--- src/rtl/pwr_pkg.sv ---
package pwr_pkg;

    // Encoding is visible on state_o and is relied on by software and the bench.
    typedef enum logic [2:0] {
        ST_ACTIVE  = 3'd0,
        ST_GEN_PD  = 3'd1,
        ST_ED_PD   = 3'd2,
        ST_HW_PD   = 3'd3,
        ST_STRETCH = 3'd4
    } pwr_state_e;

    localparam int STATE_W = 3;

    typedef struct packed {
        logic pll;
        logic dp;
        logic tx;
        logic rst;
    } pwr_en_t;

endpackage

--- src/rtl/pwr_stretch_timer.sv ---
// Counts cycles spent in the reset-stretch state and flags the last one.
module pwr_stretch_timer #(
    parameter int CYCLES = 32000
) (
    input  logic clk,
    input  logic rst_n,
    input  logic run_i,
    output logic done_o
);
    localparam int CW = (CYCLES > 1) ? $clog2(CYCLES) : 1;
    localparam logic [CW-1:0] LAST = CW'(CYCLES - 1);

    logic [CW-1:0] cnt_q;

    always_ff @(posedge clk) begin
        if (!rst_n || !run_i) begin
            cnt_q <= '0;
        end else begin
            cnt_q <= cnt_q + 1'b1;
        end
    end

    // Asserted during the CYCLES-th consecutive cycle of run_i.
    assign done_o = run_i && (cnt_q == LAST);

endmodule

--- src/rtl/pwr_exit_guard.sv ---
// Holds the conditions that gate leaving GEN_PD after a pin power-down:
// the strap captured at hardware reset, the pending bit-clear step and
// the pending software reset.
module pwr_exit_guard (
    input  logic clk,
    input  logic rst_n,
    input  logic strap_i,
    input  logic pin_i,
    input  logic enter_hw_i,
    input  logic in_gen_i,
    input  logic pd_bit_i,
    input  logic soft_rst_i,
    output logic strap_q_o,
    output logic wait_clr_o,
    output logic need_srst_o
);
    logic pd_q;

    always_ff @(posedge clk) begin
        if (!rst_n) begin
            // Strap is captured only in this window.
            strap_q_o   <= strap_i;
            wait_clr_o  <= pin_i;
            need_srst_o <= pin_i & strap_i;
            pd_q        <= 1'b0;
        end else begin
            pd_q <= pd_bit_i;
            if (enter_hw_i) begin
                wait_clr_o  <= 1'b1;
                need_srst_o <= strap_q_o;
            end else begin
                // A 1->0 step of the bit counts only once in GEN_PD.
                if (in_gen_i && pd_q && !pd_bit_i) begin
                    wait_clr_o <= 1'b0;
                end
                if (soft_rst_i) begin
                    need_srst_o <= 1'b0;
                end
            end
        end
    end

endmodule

--- src/rtl/pwr_energy_irq.sv ---
// Sticky energy status with read-to-clear and a masked level interrupt.
module pwr_energy_irq (
    input  logic clk,
    input  logic rst_n,
    input  logic wake_i,
    input  logic status_rd_i,
    input  logic irq_en_i,
    output logic energy_on_o,
    output logic irq_o
);
    always_ff @(posedge clk) begin
        if (!rst_n) begin
            energy_on_o <= 1'b0;
        end else if (wake_i) begin
            energy_on_o <= 1'b1;
        end else if (status_rd_i) begin
            energy_on_o <= 1'b0;
        end
    end

    assign irq_o = energy_on_o & irq_en_i;

endmodule

--- src/rtl/phy_pwr_ctrl.sv ---
module phy_pwr_ctrl
    import pwr_pkg::*;
#(
    parameter int CLK_MHZ        = 125,
    parameter int STRETCH_US     = 256,
    parameter int STRETCH_CYCLES = CLK_MHZ * STRETCH_US
) (
    input  logic               clk,
    input  logic               rst_n,
    input  logic               pd_bit_i,
    input  logic               ed_en_i,
    input  logic               line_energy_i,
    input  logic               hw_pd_pin_i,
    input  logic               strap_pll_off_i,
    input  logic               soft_rst_i,
    input  logic               irq_en_i,
    input  logic               status_rd_i,
    output logic               pll_en_o,
    output logic               dp_en_o,
    output logic               tx_en_o,
    output logic               logic_rst_o,
    output logic               energy_on_o,
    output logic               irq_o,
    output logic [STATE_W-1:0] state_o
);

    pwr_state_e state_q, state_d;
    pwr_en_t    en;

    logic stretch_done;
    logic strap_pll_off;
    logic wait_clr;
    logic need_srst;
    logic enter_hw;
    logic wake;

    // ---------------- state register ----------------
    always_ff @(posedge clk) begin
        if (!rst_n) begin
            state_q <= hw_pd_pin_i ? ST_HW_PD : ST_STRETCH;
        end else begin
            state_q <= state_d;
        end
    end

    // ---------------- next-state logic ----------------
    always_comb begin
        state_d = state_q;
        unique case (state_q)
            ST_ACTIVE: begin
                if (hw_pd_pin_i)                     state_d = ST_HW_PD;   // PIN_ENTER
                else if (pd_bit_i)                   state_d = ST_GEN_PD;  // BIT_ENTER
                else if (ed_en_i && !line_energy_i)  state_d = ST_ED_PD;   // QUIET_ENTER
            end
            ST_GEN_PD: begin
                if (hw_pd_pin_i)                     state_d = ST_HW_PD;
                else if (!pd_bit_i && !wait_clr && !need_srst)
                                                     state_d = ST_STRETCH; // BIT_EXIT
            end
            ST_ED_PD: begin
                if (hw_pd_pin_i)                     state_d = ST_HW_PD;
                else if (pd_bit_i)                   state_d = ST_GEN_PD;
                else if (line_energy_i || !ed_en_i)  state_d = ST_STRETCH; // WAKE
            end
            ST_HW_PD: begin
                if (!hw_pd_pin_i)                    state_d = ST_GEN_PD;  // PIN_RELEASE
            end
            ST_STRETCH: begin
                if (hw_pd_pin_i)                     state_d = ST_HW_PD;
                else if (pd_bit_i)                   state_d = ST_GEN_PD;
                else if (stretch_done)               state_d = ST_ACTIVE;  // SETTLED
            end
            default:                                 state_d = ST_STRETCH;
        endcase
    end

    assign enter_hw = (state_d == ST_HW_PD) && (state_q != ST_HW_PD);
    assign wake     = (state_q == ST_ED_PD) && (state_d == ST_STRETCH) && line_energy_i;

    // ---------------- output decode ----------------
    always_comb begin
        en = '{pll: 1'b0, dp: 1'b0, tx: 1'b0, rst: 1'b1};
        unique case (state_q)
            ST_ACTIVE:  en = '{pll: 1'b1, dp: 1'b1, tx: 1'b1, rst: 1'b0};
            ST_GEN_PD:  en = '{pll: 1'b0, dp: 1'b0, tx: 1'b0, rst: 1'b1};
            ST_ED_PD:   en = '{pll: 1'b0, dp: 1'b0, tx: 1'b0, rst: 1'b1};
            ST_HW_PD:   en = '{pll: !strap_pll_off, dp: 1'b0, tx: 1'b0, rst: 1'b1};
            ST_STRETCH: en = '{pll: 1'b1, dp: 1'b0, tx: 1'b0, rst: 1'b1};
            default:    en = '{pll: 1'b0, dp: 1'b0, tx: 1'b0, rst: 1'b1};
        endcase
    end

    assign pll_en_o    = en.pll;
    assign dp_en_o     = en.dp;
    assign tx_en_o     = en.tx;
    assign logic_rst_o = en.rst;
    assign state_o     = state_q;

    // ---------------- sub-blocks ----------------
    pwr_stretch_timer #(
        .CYCLES (STRETCH_CYCLES)
    ) u_timer (
        .clk    (clk),
        .rst_n  (rst_n),
        .run_i  (state_q == ST_STRETCH),
        .done_o (stretch_done)
    );

    pwr_exit_guard u_guard (
        .clk         (clk),
        .rst_n       (rst_n),
        .strap_i     (strap_pll_off_i),
        .pin_i       (hw_pd_pin_i),
        .enter_hw_i  (enter_hw),
        .in_gen_i    (state_q == ST_GEN_PD),
        .pd_bit_i    (pd_bit_i),
        .soft_rst_i  (soft_rst_i),
        .strap_q_o   (strap_pll_off),
        .wait_clr_o  (wait_clr),
        .need_srst_o (need_srst)
    );

    pwr_energy_irq u_irq (
        .clk         (clk),
        .rst_n       (rst_n),
        .wake_i      (wake),
        .status_rd_i (status_rd_i),
        .irq_en_i    (irq_en_i),
        .energy_on_o (energy_on_o),
        .irq_o       (irq_o)
    );

endmodule

--- config.mk ---
export PLATFORM = sky130hd
export DESIGN_NAME = phy_pwr_ctrl
export DESIGN_NICKNAME = d
export VERILOG_FILES = /design/src/rtl/pwr_pkg.sv /design/src/rtl/pwr_stretch_timer.sv /design/src/rtl/pwr_exit_guard.sv /design/src/rtl/pwr_energy_irq.sv /design/src/rtl/phy_pwr_ctrl.sv
export SDC_FILE = /design/constraint.sdc
export NUM_CORES = 1
export LEC_CHECK = 0
export CORE_MARGIN = 2
export CORE_UTILIZATION = 41
export CTS_BUF_LIST = sky130_fd_sc_hd__clkbuf_4 sky130_fd_sc_hd__clkbuf_8
export DETAILED_ROUTE_END_ITERATION = 12
export DONT_BUFFER_PORTS = 1
export GPL_ROUTABILITY_DRIVEN = 0
export SLEW_MARGIN = 0
export SYNTH_ARGS = -nofsm -noshare
export SYNTH_HDL_FRONTEND = slang
export SYNTH_SLANG_ARGS = --single-unit
--- constraint.sdc ---
create_clock -name clk -period 2.8 [get_ports clk]
set_input_delay 0.56 -clock clk [delete_from_list [all_inputs] [get_ports clk]]
set_output_delay 0.56 -clock clk [all_outputs]
set_load 0.01 [all_outputs]
==> impl_metrics.json <==
{
  "cts_made_buffers": 3,
  "numClockSinks": 23,
  "syn_avg_cell_area_um2": 8.67,
  "viasPerCell": 5.74,
  "die_height_um": 55.6,
  "slew_viol_final": 0,
  "syn_area_um2": 1090,
  "synth_ff_type": "dfxtp_1",
  "synth_seq_area_share_pct": 44.9,
  "tightest_slew_ns": 0.568,
  "clkTransAtPathRegs_ns": 0.12,
  "synth_area_leader_cell": "dfxtp_1",
  "power_density_nw_per_um2": 515,
  "fin_skew_ns": 0.00488,
  "synth_nets": 137,
  "drc": 0,
  "post-route-period-util_pct": 70.3,
  "relSlewSlack_pct": 62.0,
  "async_flop_share_pct": 0,
  "finalSetupViolCount": 0,
  "dp_cells": 152,
  "final_cells": 156,
  "clock_latency_ns": 0.30,
  "cp.required_ns": 2.24,
  "grt-ovfl-total": 0,
  "wl_per_cell_um": 12.9,
  "drive_above_1_share_pct": 7.94,
  "yosys-top-cells-area": "dfxtp_1 (37%), edfxtp_1 (8.2%), xnor2_1 (6.4%)",
  "internal_power_uw": 438,
  "pwr-share-clk_pct": 27.1,
  "pwr-share-comb_pct": 9.8,
  "initial_utilization_pct": 43.7,
  "nets": 138,
  "worstSetupEndpointType": "output pin",
  "grt_pass1_wl_mm": 3.65,
  "core_um2": 2500,
  "clockBufferDepth": 2,
  "first_iter_violations": 28,
  "antenna_left": 0,
  "synth_most_common_cell": "dfxtp_1",
  "crit_arrival_ns": 1.41,
  "timing.hold.ws_ns": 0.341,
  "grt_pass1_vias": 830,
  "die_x_um": 55.6,
  "max_cap_violations": 0,
  "rsz0062_at_grt": "no",
  "htree_num_levels": 1,
  "tns_ns": 0,
  "synth_top_area_share_pct": 36.7,
  "dieArea_um2": 3090,
  "rows": 18,
  "top_usage_layer": "met2",
  "ir_drop_mv": 0.325,
  "hpwl_mm": 1.50,
  "grt_use_met1_pct": 20.1,
  "fmax_mhz": 508,
  "yosysWarnings": 0,
  "dr.pass1.iters": 4,
  "dp_worst_setup_slack_ns": 1.02,
  "cts_resized": 0,
  "seqPwrFrac_pct": 63.2,
  "switching_share_pct": 25.4,
  "cp-start-kind": "flip-flop",
  "cts-root-buf": "clkbuf_4",
  "cts_hold_buf": 0,
  "grt_use_met2_pct": 23.1,
  "area_delta_synth_final_pct": 4.47,
  "cts_setup_buffers": 0,
  "tritoncts": "yes",
  "yosys.cell_types.count": 34,
  "yosys_register_bits": 23,
  "p_leak_uw": 0.000342,
  "use_met3_pct": 3.49,
  "track_usage_pct": 14.7,
  "hold_viol": 0,
  "finalWirelength_mm": 2.01,
  "synth_cells": 126,
  "p_switching_uw": 149,
  "hold_path_class": "input pin to flip-flop",
  "worstPathMaxFanout": 13,
  "post-route-min-period_ns": 1.97,
  "yosys-top-cells-count": "dfxtp_1 (20), nor2_1 (18), o21ai_0 (9), xnor2_1 (8)",
  "synth-edff-count": 3,
  "diodes": 0,
  "fin_ws_ns": 0.831,
  "io_pins": 19,
  "num_vias": 895,
  "port_buffers": 0,
  "antenna_found_initial": 0,
  "critPathKind": "flip-flop to output pin",
  "grt_max_degree": 16,
  "status": "complete, no violations"
}
==> final timing paths <==
kind	startpoint	end	slack, ns	cells after the start
max	state_o[0]	dp_en_o	0.83	2
min	rst_n	state_o[1]	0.34	1
max reg2reg	u_guard.wait_clr_o	u_guard.need_srst_o	0.97	4
min reg2reg	u_timer.cnt_q[0]	u_timer.cnt_q[0]	0.48	1
==> final cells by class <==
cell class              instances  area [um2]
inverters                       6        22.5
flip-flops and latches         23         490
clock buffers                   4        30.0
fillers                       251        1360
well taps                      30        37.5
multi-input cells              93         561
==> critical path: stages, from the launching register on <==
cell and delay, ns:
dfxtp_1 0.46, or3_1 0.47, inv_1 0.18
==> logic make-up (layout without fill, tap and decap cells) <==
kind of cell / Yosys count / after routing / share of synthesized area, %
adder cells (fa/ha/maj): 1 / 1 / 1.15
buffers and inverters: 10 / 10 / 3.78
flip-flops: 23 / 23 / 44.9
XOR/XNOR: 10 / 10 / 8.02
AO/OA/AOI/OAI: 24 / 24 / 13.6
AND/OR/NAND/NOR: 58 / 58 / 28.5
==> through the flow <==
| step | instance area (um2) | power, uW | util, % |
|---|---|---|---|
| 6_report | 1140 | 588 | 45.6 |
| 3_3_place_gp | 1110 | 436 | 44.4 |
| 2_1_floorplan | 1090 | 425 | - |
| 4_1_cts | 1140 | 594 | 45.6 |
| 3_5_place_dp | 1110 | 436 | 44.4 |
| 5_1_grt | 1140 | 624 | 45.6 |
==> placed cells by master (no fill, tap or decap), drive strengths merged, types with 5 or more instances in the layout <==
cell type / Yosys / final
inv: 6 / 6
nor2: 18 / 18
dfxtp: 20 / 20
a21oi: 6 / 6
o21ai: 9 / 9
or3: 5 / 5
nand2: 6 / 6
nand3: 7 / 7
xnor2: 8 / 8
==> layer usage <==
layer  share of wire (%)  vias up  routed length [um]
met5                   0        -                   0
met2                  45       27                 902
li1                    -      440                   -
met3                 8.0        2                 161
met1                  46      426                 931
met4                0.75        0                  15
==> registers in the layout (all words and copies together), names as in the netlist <==
register	cells
u_guard.strap_q_o	1
state_o	3
u_irq.energy_on_o	1
u_guard.pd_q	1
u_guard.need_srst_o	1
u_guard.wait_clr_o	1
u_timer.cnt_q	15
==> power groups by stage <==
stage / sequential (uW) / clock [uW] / combinational [uW]
6_report: 371 / 159 / 57.3
5_1_grt: 375 / 183 / 65.4
4_1_cts: 371 / 165 / 57.8
3_5_place_dp: 379 / 0 / 57.6
3_3_place_gp: 378 / 0 / 58.0
2_1_floorplan: 366 / 0 / 59.4
(Power assumes the default switching activity.)
